<file path="config.mk">
export PLATFORM = sky130hd
export DESIGN_NAME = exp_norm_unit
export DESIGN_NICKNAME = d
export VERILOG_FILES = /design/src/rtl/exp_norm_pkg.sv /design/src/rtl/exp_operand_fmt.sv /design/src/rtl/exp_lead_count.sv /design/src/rtl/exp_barrel_shift.sv /design/src/rtl/exp_norm_unit.sv
export SDC_FILE = /design/constraint.sdc
export NUM_CORES = 1
export LEC_CHECK = 0
export ABC_AREA = 1
export BUFFER_PORTS_ARGS = -buffer_cell sky130_fd_sc_hd__buf_2
export CORE_MARGIN = 5
export CORE_UTILIZATION = 40
export DETAILED_ROUTE_END_ITERATION = 16
export GPL_TIMING_DRIVEN = 0
export PLACE_DENSITY = 0.7
export SYNTH_ARGS = -nofsm -noshare
export SYNTH_HDL_FRONTEND = slang
export SYNTH_SLANG_ARGS = --single-unit
</file>
<file path="constraint.sdc">
create_clock -name clk -period 3.85 [get_ports clk]
set_input_delay 0.385 -clock clk [delete_from_list [all_inputs] [get_ports clk]]
set_output_delay 0.385 -clock clk [all_outputs]
set_load 0.02 [all_outputs]
</file>
<file path="src/rtl/exp_norm_pkg.sv">
package exp_norm_pkg;

    parameter int WORD_W  = 36;   // full operand width
    parameter int GUARD_W = 4;    // guard bits above the sign position
    parameter int SHORT_W = 16;   // narrow operand width
    parameter int EXP_W   = 6;    // signed exponent width

    localparam int SIGN_POS  = WORD_W - GUARD_W - 1;          // 31
    localparam int CNT_W     = $clog2(WORD_W + 1);            // count of sign bits
    localparam int EXP_MAX   = WORD_W - GUARD_W - 2;          // +30
    localparam int LOW_FILL  = SIGN_POS + 1 - SHORT_W;        // zero bits below short word
    localparam int MAG_W     = EXP_W - 1;                     // shift magnitude bits

    typedef logic [WORD_W-1:0]       word_t;
    typedef logic signed [EXP_W-1:0] expv_t;

    typedef enum logic [0:0] {
        ST_IDLE  = 1'b0,
        ST_SHIFT = 1'b1
    } norm_state_e;

    typedef struct packed {
        logic  do_norm;
        logic  do_copy;
        word_t value;
    } op_req_t;

    // Turn a sign-run count into the clamped exponent.
    function automatic expv_t exp_of_count(input logic [CNT_W-1:0] n);
        int e;
        e = int'(n) - (GUARD_W + 1);
        if (e > EXP_MAX) e = EXP_MAX;
        return expv_t'(e);
    endfunction

endpackage

</file>
<file path="src/rtl/exp_operand_fmt.sv">
module exp_operand_fmt
    import exp_norm_pkg::*;
(
    input  logic  short_i,
    input  word_t raw_i,
    output word_t word_o
);
    logic [SHORT_W-1:0] narrow;
    word_t              placed;

    assign narrow = raw_i[SHORT_W-1:0];
    assign placed = {{(WORD_W-SIGN_POS-1){narrow[SHORT_W-1]}}, narrow, {LOW_FILL{1'b0}}};

    always_comb begin
        word_o = short_i ? placed : raw_i;
    end

endmodule

</file>
<file path="src/rtl/exp_lead_count.sv">
module exp_lead_count
    import exp_norm_pkg::*;
(
    input  word_t word_i,
    output expv_t exp_o
);
    // diff[i] marks a change of value between bit i+1 and bit i
    logic [WORD_W-2:0] diff;
    logic [CNT_W-1:0]  run;

    genvar gi;
    generate
        for (gi = 0; gi < WORD_W-1; gi++) begin : g_diff
            assign diff[gi] = word_i[gi+1] ^ word_i[gi];
        end
    endgenerate

    always_comb begin
        run = CNT_W'(WORD_W);
        for (int i = 0; i < WORD_W-1; i++) begin
            if (diff[i]) run = CNT_W'(WORD_W - 1 - i);
        end
    end

    assign exp_o = exp_of_count(run);

endmodule

</file>
<file path="src/rtl/exp_barrel_shift.sv">
module exp_barrel_shift
    import exp_norm_pkg::*;
(
    input  word_t data_i,
    input  expv_t amt_i,
    output word_t data_o
);
    logic             go_right;
    logic [MAG_W-1:0] mag;
    word_t            stage [MAG_W+1];

    assign go_right = amt_i[EXP_W-1];
    assign mag      = go_right ? MAG_W'(-amt_i) : MAG_W'(amt_i);
    assign stage[0] = data_i;

    genvar gs;
    generate
        for (gs = 0; gs < MAG_W; gs++) begin : g_stage
            localparam int STEP = 1 << gs;
            word_t lsh, rsh;
            assign lsh = {stage[gs][WORD_W-1-STEP:0], {STEP{1'b0}}};
            assign rsh = {{STEP{stage[gs][WORD_W-1]}}, stage[gs][WORD_W-1:STEP]};
            assign stage[gs+1] = !mag[gs] ? stage[gs] : (go_right ? rsh : lsh);
        end
    endgenerate

    assign data_o = stage[MAG_W];

endmodule

</file>
<file path="src/rtl/exp_norm_unit.sv">
module exp_norm_unit
    import exp_norm_pkg::*;
(
    input  logic              clk,
    input  logic              rst,
    input  logic              start_i,
    input  logic              norm_i,
    input  logic              short_i,
    input  logic              copy_i,
    input  logic [WORD_W-1:0] operand_i,
    output logic [EXP_W-1:0]  exp_o,
    output logic [WORD_W-1:0] acc_o,
    output logic [WORD_W-1:0] result_o,
    output logic              done_o
);
    norm_state_e state_q;
    word_t       op_q, acc_q, res_q;
    expv_t       sv_q;
    logic        done_q;
    op_req_t     req;
    expv_t       exp_c;
    word_t       shifted_c;
    logic        accept;

    exp_operand_fmt u_fmt (
        .short_i (short_i),
        .raw_i   (operand_i),
        .word_o  (req.value)
    );
    assign req.do_norm = norm_i;
    assign req.do_copy = copy_i;

    exp_lead_count u_cnt (
        .word_i (req.value),
        .exp_o  (exp_c)
    );

    exp_barrel_shift u_shf (
        .data_i (op_q),
        .amt_i  (sv_q),
        .data_o (shifted_c)
    );

    assign accept = start_i && (state_q == ST_IDLE);

    always_ff @(posedge clk) begin
        if (rst) begin
            state_q <= ST_IDLE;
            op_q    <= '0;
            sv_q    <= '0;
            acc_q   <= '0;
            res_q   <= '0;
            done_q  <= 1'b0;
        end else begin
            done_q <= 1'b0;
            if (state_q == ST_SHIFT) begin
                res_q   <= shifted_c;
                done_q  <= 1'b1;
                state_q <= ST_IDLE;
            end else if (accept) begin
                op_q <= req.value;
                sv_q <= exp_c;
                if (req.do_copy)
                    acc_q <= {{(WORD_W-EXP_W){exp_c[EXP_W-1]}}, exp_c};
                if (req.do_norm) state_q <= ST_SHIFT;
                else             done_q  <= 1'b1;
            end
        end
    end

    assign exp_o    = sv_q;
    assign acc_o    = acc_q;
    assign result_o = res_q;
    assign done_o   = done_q;

    AST_EXP_RANGE: assert property (@(posedge clk) disable iff (rst)
        ($signed(exp_o) >= -GUARD_W) && ($signed(exp_o) <= EXP_MAX));

    AST_SHORT_NONNEG: assert property (@(posedge clk) disable iff (rst)
        (accept && short_i) |=> !exp_o[EXP_W-1]);

    AST_EVAL_DONE: assert property (@(posedge clk) disable iff (rst)
        (accept && !norm_i) |=> done_o);

    AST_NORM_WAIT: assert property (@(posedge clk) disable iff (rst)
        (accept && norm_i) |=> (!done_o && state_q == ST_SHIFT));

    AST_SHIFT_DONE: assert property (@(posedge clk) disable iff (rst)
        (state_q == ST_SHIFT) |=> (done_o && state_q == ST_IDLE));

    AST_NORMALIZED: assert property (@(posedge clk) disable iff (rst)
        (state_q == ST_SHIFT && $signed(sv_q) != EXP_MAX) |=>
        (result_o[SIGN_POS] != result_o[SIGN_POS-1] &&
         result_o[WORD_W-1:SIGN_POS] == {(GUARD_W+1){result_o[SIGN_POS]}}));

    AST_ACC_HOLD: assert property (@(posedge clk) disable iff (rst)
        !(accept && copy_i) |=> $stable(acc_o));

    AST_IGNORE_BUSY: assert property (@(posedge clk) disable iff (rst)
        (state_q == ST_SHIFT) |=> ($stable(exp_o) && $stable(acc_o)));

endmodule

</file>
* After elaboration in Yosys (flattened, before gate mapping)
Cells that the tools add are included.
Operators by class: add/sub/neg operators 2, order comparisons 1, muxes and demuxes 52, bitwise gates (word level) 37, reductions and logical operators 4
Operators with widths (number):
- 36-bit 2-to-1 mux | 11
- 6-bit 2-to-1 mux | 32
- 1-bit XOR | 35
- 3-bit 2-to-1 mux | 4
- 7-bit by 6-bit greater-than comparator with 1-bit output, second input constant | 1
- 6-bit by 3-bit subtractor with 7-bit output, second input constant | 1
- 5-bit 2-to-1 mux | 1
- 5-bit negation | 1
- 1-bit 2-to-1 mux | 4
- 3-bit AND reduction | 1
- 3-bit OR reduction | 1
- 1-bit inverter | 2
- 2-bit AND reduction | 1
- 1-bit logical AND | 1
Storage, ports and cells: register bits 86, input port bits 42

* Depth between registers and ports, before layout
Gate-level depths: netlist of the first run.
word-level depth 40, mapped depth 51, gate-level depth less buffers 50

* By module
A second synthesis of the first run with hierarchy kept.
Second synthesis, totals: cell total of the unflattened synthesis 1436, area total of the unflattened synthesis 8084.0 um^2
Modules (own cells, without submodules):
- exp_barrel_shift | times used 1, cells an instance 764, area each 3473.3 um^2
- exp_norm_unit | times used 1, cells an instance 421, area each 3333.2 um^2
- exp_lead_count | times used 1, cells an instance 156, area each 847.1 um^2
- exp_operand_fmt | times used 1, cells an instance 95, area each 430.4 um^2

* Worst setup path after synthesis of the first run
No wires, ideal clock.
kind input -> register, from input port short_i, to register sv_q[0] (netlist: exp_o[0]), library setup time 126 ps, data arrival time 3560 ps, required time 3724 ps, slack 164 ps, stages 50, cell sequence buf_6 inv_8 nand3_1 nand2_1 inv_1 nand2_1 nand2_1 nand2_1 nand2_1 nand2_1 nand2_1 nand2_1 nand2_1 nand2_1 nand2_1 nand2_1 nand2_1 nand2_1 (+14 left out) nand2_1 nand2_1 nand2_1 nand2_1 nand2_2 a21oi_1 ha_1 nor2_1 inv_2 nand2_1 xnor2_1 inv_1 nor4_1 nand3_2 nand2_2 nand2_4 nand2_4 a21oi_2
On the way: cells in the longest elaborated chain, start to end 40, elaborated cells on any way between the ends 74, classes of those cells add/sub (1); order compare (1); mux (37); bitwise (35)
RTL lines:
- from (decl) | line exp_norm_unit.sv:8 | input logic short_i,
- 36-bit 2-to-1 mux * | line exp_operand_fmt.sv:15 | word_o = short_i ? placed : raw_i;
- 1-bit XOR | line exp_lead_count.sv:14 | assign diff[gi] = word_i[gi+1] ^ word_i[gi];
- 3-bit 2-to-1 mux (4 in series) | line exp_lead_count.sv:21 | if (diff[i]) run = CNT_W'(WORD_W - 1 - i);
- 6-bit 2-to-1 mux (30 in series) | line exp_lead_count.sv:21
- 6-bit 2-to-1 mux * | line exp_lead_count.sv:21
- 6-bit by 3-bit subtractor with 7-bit output * | line exp_norm_pkg.sv:31 | e = int'(n) - (GUARD_W + 1);
- 7-bit by 6-bit greater-than comparator with 1-bit output | line exp_norm_pkg.sv:32 | if (e > EXP_MAX) e = EXP_MAX;
- 6-bit 2-to-1 mux * | line exp_norm_pkg.sv:32
- to (signal assigned) | line exp_norm_unit.sv:62 | sv_q <= exp_c;
- to (decl) | line exp_norm_unit.sv:18 | expv_t sv_q;
Mark *: on every way between the ends. The rest lies on a longest branch, timed or not. A chain may end at the register's enable or synchronous reset.

* Worst setup path in the final report of the first run
from register sv_q[0] (netlist: exp_o[0]), to register res_q[30] (netlist: result_o[30])
On the way: cells in the longest elaborated chain, start to end 11
RTL lines:
- 5-bit negation | line exp_barrel_shift.sv:13 | assign mag = go_right ? MAG_W'(-amt_i) : MAG_W'(amt_i);
- 5-bit 2-to-1 mux * | line exp_barrel_shift.sv:13
- 36-bit 2-to-1 mux (8 in series) | line exp_barrel_shift.sv:23 | assign stage[gs+1] = !mag[gs] ? stage[gs] : (go_right ? rsh : lsh);
- 36-bit 2-to-1 mux * | line exp_barrel_shift.sv:23
- to (signal assigned) | line exp_norm_unit.sv:57 | res_q <= shifted_c;
- to (decl) | line exp_norm_unit.sv:17 | word_t op_q, acc_q, res_q;
Marks and branches as above.

==> results of run 1 <==
critical path: stages (launching register included):
cell,delay (ns)
dfxtp_2,0.45
clkinv_2,0.18
clkbuf_2,0.26
ha_1,0.27
inv_1,0.06
nor2_1,0.06
nor3_4,0.39
nor2_2,0.16
clkinv_2,0.18
clkbuf_1,0.39
o221ai_1,0.40
nand2_1,0.16
o211ai_1,0.21
nand2_1,0.12
nand3_1,0.08
o211ai_1,0.11
inv_1,0.06
final cells by class:
cell class | count | share of cell area, %
multi-input combinational | 805 | 51.0
timing repair buffer | 125 | 7.78
clock buffer | 10 | 2.77
sequential | 86 | 20.0
inverter | 175 | 7.87
clock inverter | 6 | 1.10
buffer | 98 | 6.20
tap | 225 | 3.27
worst max-delay path by stage:
stage / endpoint / slack, ns / cells past startpoint
2_1_floorplan: exp_o[0] / 0.16 / 50
3_3_place_gp: result_o[30] / -0.75 / 17
3_5_place_dp: result_o[30] / -0.71 / 17
4_1_cts: acc_o[4] / 0.04 / 48
5_1_grt: acc_o[2] / -0.13 / 51
6_report: result_o[30] / 0.20 / 16
report_power, final:
group	switching (mW)	internal, mW
Clock	0.390	0.595
Combinational	1.08	0.490
Sequential	0.0535	0.954
kinds of logic (layout without fill, tap and decap cells):
logic type / after synthesis / count (layout) / share of synthesized area [%]
compound gates: 347 / 347 / 31.3
xor+xnor: 20 / 20 / 2.47
fa+ha+maj: 3 / 3 / 0.529
buf+inv: 274 / 414 / 16.6
flops: 86 / 86 / 24.3
simple gates: 435 / 435 / 24.8
registers in the layout, indices dropped and copies added (netlist names):
register,count
state_q,1
done_o,1
op_q,36
result_o,36
exp_o,6
acc_o,6
per-stage QoR:
step | hold WS [ns] | std cells | setup TNS, ns | worst slack (ns) | util (%)
floorplan | 0.458 | 1165 | 0 | 0.164 | -
global placement | 0.458 | 1509 | -20.64 | -0.751 | 46.0
detailed placement | 0.465 | 1509 | -19.20 | -0.706 | 46.0
CTS | 0.270 | 1524 | 0 | 0.0435 | 48.0
global route | 0.282 | 1530 | -0.860 | -0.131 | 49.6
finish | 0.274 | 1530 | 0 | 0.202 | 49.6
per-layer routing:
layer	track usage (%)	share of wire [%]	vias to the layer above
li1	-	-	4182
met1	35.5	44	3968
met2	38.0	44	441
met3	6.40	10	56
met4	6.44	2.0	0
met5	0	0	-
cells in the mapped netlist (2+ instances only):
cell type	number	area, um2
nand2_1	298	1120
inv_1	162	608
a21oi_1	87	435
dfxtp_1	86	1720
o21ai_0	84	420
nor2_1	71	267
clkbuf_1	60	225
o221ai_1	56	490
nand3_1	43	215
o211ai_1	42	315
buf_4	30	225
a221oi_1	20	175
o22ai_1	18	113
xor2_1	17	149
o21ai_1	11	55.1
a31oi_1	10	62.6
clkinv_1	8	30.0
nand2_2	7	43.8
or2_2	7	43.8
o21bai_1	5	37.5
buf_6	4	45.0
inv_2	4	15.0
buf_1	3	11.3
ha_1	3	37.5
o21a_1	3	22.5
xnor2_1	3	26.3
a21oi_2	2	17.5
buf_2	2	10.0
nand2_4	2	22.5
nand3_2	2	20.0
nor3_1	2	10.0
nor4_1	2	12.5
what timing repair did:
item                                    4_1_cts  5_1_grt
gates resized for setup                       9       59
cloned                                        0        1
endpoints found under the setup margin       44       42
pin swaps                                     0        4
setup buffers                                 0        5
==> impl_metrics.py, run 1 <==
metrics = {
    "final_layout": {
        "nets": 1345,
        "num_antenna_cells": 0,
        "fillerInstances": 1820,
        "regArea_um2": 1720,
        "layout_common_cells": "nand2_1, inv_1, buf_2",
        "mostFrequentLayoutCell": "nand2_1",
        "drive_gt1_share_pct": 19.0,
        "syn_to_final_growth_pct": 21.4,
        "final_cell_area_um2": 8620,
        "multi_input_area_um2": 4400,
    },
    "floorplan": {
        "die_area_um2": 20500,
        "num_rows": 48,
        "die_y_um": 143,
        "pin_count": 121,
        "initial_core_util_pct": 40.9,
        "die_w_um": 143,
        "core-area_um2": 17400,
    },
    "routing": {
        "vias_per_cell": 5.65,
        "firstDrtPassIters": 6,
        "antenna_left": 0,
        "drt_wl_total_mm": 26.7,
        "initialDrtViolationCount": 1039,
        "routedWlPerCell_um": 17.4,
        "vias": 8647,
        "drcViolationCount": 0,
    },
    "clock_network": {
        "ctsHoldBuffers": 0,
        "cts-root-buf": "clkbuf_16",
        "cts_sinks": 86,
        "cts_tree": "yes",
        "numCtsBuffers": 9,
        "clk_pin_slew_ns": 0.07,
        "clk_latency_ns": 0.36,
        "clockBufferDepth": 2,
        "ctsHtreeMaxLevel": 3,
    },
    "setup_path": {
        "r2r-start": "exp_o[0]",
        "arrival_ns": 3.90,
        "r2r-end": "result_o[30]",
        "cp_max_fo": 10,
        "worst_ep_required_time_ns": 4.10,
        "crit_type": "register to register",
        "end_kind": "register",
        "rr_worst_depth": 16,
        "startpoint_type": "register",
        "r2r_slack_ns": 0.20,
        "crit_path_start": "exp_o[0]",
    },
    "global_route": {
        "grt_usage_pct": 25.0,
        "antenna_found_initial": 0,
        "grt_pass1_wl_mm": 40.8,
        "first_global_vias": 7646,
        "gr-total-overflow": 0,
        "grt_max_degree": 33,
    },
    "logic_synthesis": {
        "synth_ff_type": "dfxtp_1",
        "synth.cell_area_um2": 7100,
        "synth_edf_count": 0,
        "syn_avg_cell_area_um2": 6.09,
        "synth_cell_types": 43,
        "yosys_warnings": 0,
        "async_flop_share_pct": 0,
        "ys_seq_elements": 86,
        "syn_nets": 1210,
        "synth_cells": 1165,
        "seq_area_frac_synth_pct": 24.3,
    },
    "sta": {
        "fin_crit_sh_pct": 94.8,
        "slew_headroom_pct": 28.2,
        "finClkSkew_ns": 0.0134,
        "max_freq_mhz": 274,
        "tightest_slew_ns": 1.08,
        "rsz0062_at_grt": "true",
        "fin_crit_ns": 3.65,
        "hold_viol": 0,
        "maxSlewViolCount": 0,
        "setup_violations": 0,
    },
    "placement": {
        "placed_area_um2": 7980,
        "gp_congestion": 1.02,
        "io_buffers": 119,
        "dpl.hpwl_mm": 20.9,
    },
    "power": {
        "powerDensity_nw_per_um2": 414,
        "p_leak_nw": 3.99,
        "power_mw": 3.57,
        "ir_drop_uv": 233,
    },
    "worst_hold_path": {
        "hold_depth": 3,
        "whs_endpoint": "state_q",
        "hold_class": "primary input to register",
        "min_from": "norm_i",
    },
    "job": {
        "maxCapViolCount": 0,
    },
    "status": {
        "run_status": "finished, final reports clean",
    },
}
Note: power is estimated with default switching activity, not from simulation.
==> run 2: changes to the inputs <==
--- a/config.mk
+++ b/config.mk
@@ -7,7 +7,6 @@
 export LEC_CHECK = 0
 export ABC_AREA = 1
 export BUFFER_PORTS_ARGS = -buffer_cell sky130_fd_sc_hd__buf_2
-export CORE_MARGIN = 5
 export CORE_UTILIZATION = 40
 export DETAILED_ROUTE_END_ITERATION = 16
 export GPL_TIMING_DRIVEN = 0
==> run 2 against run 1 <==
  * Combinational power is essentially flat
  * Sequential cell count did not move
  * Clock-buffer cell count unchanged
  * Worst setup slack worse by 0.078 ns
  * Fmax shrank 2.1%
  * First-iteration DRC count down 12%
  * Sequential share of layout area increased by 0.28 points
  * Register-to-register slack improved by 0.03 ns
==> impl_metrics.py, run 2 (same netlist as run 1, synthesis figures left out) <==
metrics = {
    "status": {
        "run_status": "finished, final reports clean",
    },
    "sta": {
        "tightest_slew_ns": 1.05,
        "fin_crit_ns": 3.73,
        "rsz0062_at_grt": "true",
        "finClkSkew_ns": 0.00559,
        "max_freq_mhz": 268,
        "setup_violations": 0,
        "maxSlewViolCount": 0,
        "fin_setup_tns_ns": 0,
        "slew_headroom_pct": 30.1,
        "hold_viol": 0,
        "fin_crit_sh_pct": 96.8,
    },
    "placement": {
        "dpl.hpwl_mm": 20.5,
        "io_buffers": 119,
        "placed_area_um2": 7980,
        "gp_congestion": 0.989,
    },
    "global_route": {
        "first_global_vias": 7426,
        "antenna_found_initial": 0,
        "gr-total-overflow": 0,
        "grt_max_degree": 33,
        "grt_usage_pct": 28.2,
        "grt_pass1_wl_mm": 40.0,
    },
    "power": {
        "power_frac_seq_pct": 29.7,
        "ir_drop_uv": 224,
        "p_comb_share_pct": 45.8,
        "p_sw_mw": 1.52,
        "p_leak_nw": 3.92,
        "p_int_mw": 1.88,
        "powerDensity_nw_per_um2": 400,
        "p_sw_share_pct": 44.7,
        "pwr-share-clk_pct": 24.5,
    },
    "routing": {
        "vias": 8588,
        "drt_wl_total_mm": 26.1,
        "initialDrtViolationCount": 912,
        "drcViolationCount": 0,
        "firstDrtPassIters": 6,
        "antenna_left": 0,
        "routedWlPerCell_um": 17.1,
        "vias_per_cell": 5.62,
    },
    "worst_hold_path": {
        "hold_class": "primary input to register",
    },
    "job": {
        "maxCapViolCount": 0,
    },
    "clock_network": {
        "numCtsBuffers": 9,
        "clk_latency_ns": 0.35,
        "cts-root-buf": "clkbuf_16",
        "clk_pin_slew_ns": 0.07,
        "cts_tree": "yes",
        "ctsHtreeMaxLevel": 3,
        "cts_sinks": 86,
        "clockBufferDepth": 2,
    },
    "setup_path": {
        "cp_max_fo": 10,
        "crit_type": "primary input to register",
        "end_kind": "register",
        "crit_top_cell": "nand2_1",
        "worst_ep_required_time_ns": 4.08,
        "arrival_ns": 3.95,
        "cp_num_buf_inv": 5,
        "startpoint_type": "primary input",
        "cpPeakStageDelay_ns": 0.28,
        "crit_slowest_cell": "nor4_4",
        "cp_top_family": "simple AND/OR/NAND/NOR gates",
    },
    "floorplan": {
        "die_area_um2": 18300,
        "core-area_um2": 17300,
        "die_y_um": 135,
        "die_w_um": 135,
        "pin_count": 121,
        "num_rows": 48,
        "initial_core_util_pct": 41.0,
    },
    "final_layout": {
        "layout_common_cells": "nand2_1, inv_1, buf_2",
        "drive_gt1_share_pct": 18.5,
        "num_antenna_cells": 0,
        "final_cell_area_um2": 8500,
        "fillerInstances": 1850,
        "mostFrequentLayoutCell": "nand2_1",
        "nets": 1344,
        "syn_to_final_growth_pct": 19.7,
    },
}
## run 2: area by class of cell
class,instances,area [um2],share of cell area [%]
repair buffers,124,642,7.55
well taps,225,282,3.31
clock buffers,10,229,2.69
plain buffers,98,526,6.18
flip-flops and latches,86,1720,20.3
inverters,175,679,7.99
multi-input cells,805,4370,51.4
clock inverters,6,46.3,0.545
## run 2: metrics by stage
stage,std cells,power (mW),hold WS [ns],setup slack [ns],util [%]
after floorplan,1165,2.02,0.458,0.164,-
after global placement,1509,2.46,0.455,-0.674,46.1
after detailed placement,1509,2.45,0.460,-0.590,46.1
after CTS,1524,3.29,0.269,0.0834,47.8
after global routing,1529,3.57,0.300,-0.204,49.1
final,1529,3.40,0.274,0.124,49.1
## run 2: worst register-to-register path: cells and delay by family (launching register included)
family	cells	cell delay [ns]
buffers and inverters	6	0.96
DFF	1	0.43
AOI/OAI and AO/OA	6	1.23
and+or+nand+nor	5	0.60
adders and majority gates	1	0.34
## run 2: path summary, 6_finish.rpt
kind | cells after the start | from | to | slack [ns]
worst max-delay path | 49 | short_i | acc_o[0] | 0.12
worst min-delay path | 3 | norm_i | state_q | 0.27
worst max register to register | 18 | exp_o[0] | result_o[8] | 0.23
worst min register to register | 2 | result_o[18] | result_o[18] | 0.47
## run 2: power groups by stage
stage	sequential [mW]	clock, mW	combinational [mW]
2_1_floorplan	1.05	0	0.972
3_3_place_gp	1.02	0	1.44
3_5_place_dp	1.02	0	1.43
4_1_cts	1.01	0.841	1.44
5_1_grt	1.02	0.870	1.69
6_report	1.01	0.834	1.56
## run 2: routing by layer
layer  up-vias  global-route usage [%]  wire (um)
met2       443                    40.7      11200
met1      3925                    39.8      11500
met4         0                    10.5        615
met5         -                       0          0
li1       4163                       -          -
met3        57                    7.22       2730
## run 2: what timing repair did
action                                 in CTS  in global routing
hold buffers                                0                  0
pin swaps                                   0                 20
setup buffers                               0                  5
endpoints found under the hold margin       0                  0
setup endpoints to repair                  44                 42
resized for setup                           8                 53
==> run 3: changes to the inputs <==
--- a/config.mk
+++ b/config.mk
@@ -5,12 +5,11 @@
 export SDC_FILE = /design/constraint.sdc
 export NUM_CORES = 1
 export LEC_CHECK = 0
-export ABC_AREA = 1
 export BUFFER_PORTS_ARGS = -buffer_cell sky130_fd_sc_hd__buf_2
-export CORE_UTILIZATION = 40
+export CORE_UTILIZATION = 53
 export DETAILED_ROUTE_END_ITERATION = 16
 export GPL_TIMING_DRIVEN = 0
-export PLACE_DENSITY = 0.7
+export PLACE_DENSITY = 0.86
 export SYNTH_ARGS = -nofsm -noshare
 export SYNTH_HDL_FRONTEND = slang
 export SYNTH_SLANG_ARGS = --single-unit
==> run 3 against run 2 <==
  * The flow now finishes with violations (setup timing)
  * Critical path depth down 36
  * Design area increased by 11%
  * Die area fell by 13%
  * First-iteration DRC count rose by 62%
  * Sequential power about the same
  * Fmax down 4.8%
  * Sequential share of layout area down 2.1 points
  * Critical path type is now register to register
  * Largest cell class unchanged
==> impl_metrics.py, run 3 <==
metrics = {
    "floorplan": {
        "die_area_um2": 15900,
        "initial_core_util_pct": 55.3,
        "core-area_um2": 14800,
        "num_rows": 44,
        "pin_count": 121,
        "die_w_um": 126,
        "die_y_um": 126,
    },
    "job": {
        "maxCapViolCount": 0,
    },
    "logic_synthesis": {
        "synth_ff_type": "dfxtp_1",
        "yosysMostFrequentCell": "nor2_1",
        "syn_avg_cell_area_um2": 7.23,
        "yosys_warnings": 0,
        "synthTopCellsByArea": "dfxtp_1, mux2i_1, nor2_1, a211oi_1, a21oi_1",
        "synth_edf_count": 0,
        "synth_top_area_share_pct": 21.1,
        "synth_cell_types": 75,
        "seq_area_frac_synth_pct": 21.1,
        "synth_cells": 1129,
        "synth_top_area_cell": "dfxtp_1",
        "async_flop_share_pct": 0,
        "ys_seq_elements": 86,
        "netlist_top_cells_count": "nor2_1, a21oi_1, dfxtp_1",
        "synth.cell_area_um2": 8160,
        "syn_nets": 1174,
    },
    "final_layout": {
        "mostFrequentLayoutCell": "nor2_1",
        "num_antenna_cells": 0,
        "syn_to_final_growth_pct": 16.0,
        "final_cell_area_um2": 9460,
        "drive_gt1_share_pct": 21.7,
        "nets": 1291,
        "fillerInstances": 1401,
        "layout_common_cells": "nor2_1, buf_2, a21oi_1",
    },
    "worst_hold_path": {
        "hold_class": "primary input to register",
    },
    "sta": {
        "tightest_slew_ns": 1.06,
        "finClkSkew_ns": 0.0129,
        "hold_viol": 0,
        "rsz0062_at_grt": "true",
        "holdWs_ns": 0.300,
        "fin_crit_sh_pct": 102,
        "max_freq_mhz": 256,
        "setup_slack_ns": -0.0635,
        "fin_crit_ns": 3.91,
        "slew_headroom_pct": 29.4,
        "maxSlewViolCount": 0,
        "setup_violations": 3,
    },
    "placement": {
        "placed_area_um2": 8910,
        "gp_congestion": 1.03,
        "io_buffers": 104,
        "dpl.hpwl_mm": 26.5,
    },
    "clock_network": {
        "clk_latency_ns": 0.35,
        "cts_sinks": 86,
        "ctsHtreeMaxLevel": 3,
        "ctsHoldBuffers": 0,
        "cts-root-buf": "clkbuf_16",
        "clockBufferDepth": 2,
        "numCtsBuffers": 9,
        "clk_pin_slew_ns": 0.07,
        "cts_tree": "yes",
    },
    "setup_path": {
        "cpPeakStageDelay_ns": 0.51,
        "arrival_ns": 4.13,
        "startpoint_type": "register",
        "cp_top_family": "compound AO/OA/AOI/OAI gates",
        "end_kind": "register",
        "cp_num_buf_inv": 4,
        "crit_slowest_cell": "a221oi_1",
        "crit_type": "register to register",
        "cp_max_fo": 10,
        "worst_ep_required_time_ns": 4.06,
        "crit_chain": "buf_2 -> inv_1 -> ha_1 -> and2_1 -> buf_2 -> nor2_2 -> clkbuf_4 -> a221oi_2 -> o221ai_1 -> nand3_1 -> nand3_1 -> a221oi_1 -> a211oi_1",
    },
    "routing": {
        "vias": 10000,
        "drcViolationCount": 0,
        "vias_per_cell": 6.98,
        "routedWlPerCell_um": 24.5,
        "firstDrtPassIters": 7,
        "antenna_left": 0,
        "drt_wl_total_mm": 35.1,
        "initialDrtViolationCount": 1479,
    },
    "global_route": {
        "gr-total-overflow": 0,
        "grt_pass1_wl_mm": 52.8,
        "grt_max_degree": 33,
        "first_global_vias": 9024,
        "grt_usage_pct": 43.2,
        "antenna_found_initial": 0,
    },
    "status": {
        "run_status": "complete, but fails checks",
        "violations": "setup timing",
    },
    "power": {
        "p_leak_nw": 3.65,
        "ir_drop_uv": 266,
        "powerDensity_nw_per_um2": 406,
    },
}
[run 3: worst register-to-register path, delay by kind of cell (launching register included)]
kind,cells,cell delay (ns)
DFF,1,0.37
buffers and inverters,4,0.93
adders and majority gates,1,0.46
AOI/OAI and AO/OA,4,1.38
and+or+nand+nor,4,0.62
[run 3: routing by layer]
metal | global-route usage [%] | up-vias | wire (um)
met5 | 0 | - | 0
met4 | 28.5 | 0 | 2590
met3 | 9.05 | 188 | 3400
met2 | 70.8 | 791 | 16200
met1 | 51.0 | 4620 | 12900
li1 | - | 4419 | -
[run 3: path summary, 6_finish.rpt]
| kind | cells after the start | endpoint | slack [ns] | start |
|---|---|---|---|---|
| worst max-delay path | 13 | result_o[32] | -0.06 | exp_o[0] |
| worst min-delay path | 3 | state_q | 0.30 | norm_i |
| worst max register to register | 13 | result_o[32] | -0.06 | exp_o[0] |
| worst min register to register | 2 | acc_o[2] | 0.47 | acc_o[2] |
[run 3: cell type report]
cell class                 instances  area [um2]  share of cell area (%)
tap                              184         230                    2.43
clock inverter                     6        50.0                   0.529
sequential                        86        1720                    18.2
inverter                          16        60.1                   0.635
buffer                           140         736                    7.77
clock buffer                      10         239                    2.53
multi-input combinational        887        5890                    62.3
timing repair buffer             106         536                    5.66
[run 3: kinds of logic (layout without fill, tap and decap cells)]
| group | count (synthesis) | count (layout) | synth area share, % |
|---|---|---|---|
| multiplexers | 74 | 74 | 9.36 |
| AO/OA/AOI/OAI | 407 | 407 | 35.0 |
| AND/OR/NAND/NOR | 370 | 370 | 20.5 |
| flip-flops | 86 | 86 | 21.1 |
| buffers and inverters | 156 | 278 | 9.68 |
| XOR/XNOR | 33 | 33 | 3.91 |
| adder cells (fa/ha/maj) | 3 | 3 | 0.460 |
[run 3: what timing repair did]
item	in CTS	in global routing
setup endpoints to repair	13	30
setup buffers	0	2
endpoints found under the hold margin	0	0
gates resized for setup	8	43
pin swaps	1	1
[run 3: through the flow]
stage          total power, mW  utilization [%]  instances  setup TNS, ns  setup WS [ns]
3_3_place_gp              2.78             60.4       1417          -2.53         -0.365
3_5_place_dp              2.77             60.4       1417          -1.84         -0.285
2_1_floorplan             2.19                -       1129              0          0.508
6_report                  3.84             64.1       1435         -0.137        -0.0635
5_1_grt                   3.96             64.1       1435         -0.222        -0.0986
4_1_cts                   3.63             62.6       1433       -0.00944       -0.00626
[run 3: power breakdown]
part           internal (mW)  total, mW  switching, mW  leakage [nW]
combinational          0.621       1.97           1.35          2.80
sequential             0.947       1.01         0.0655         0.706
clock                  0.464      0.860          0.396         0.141
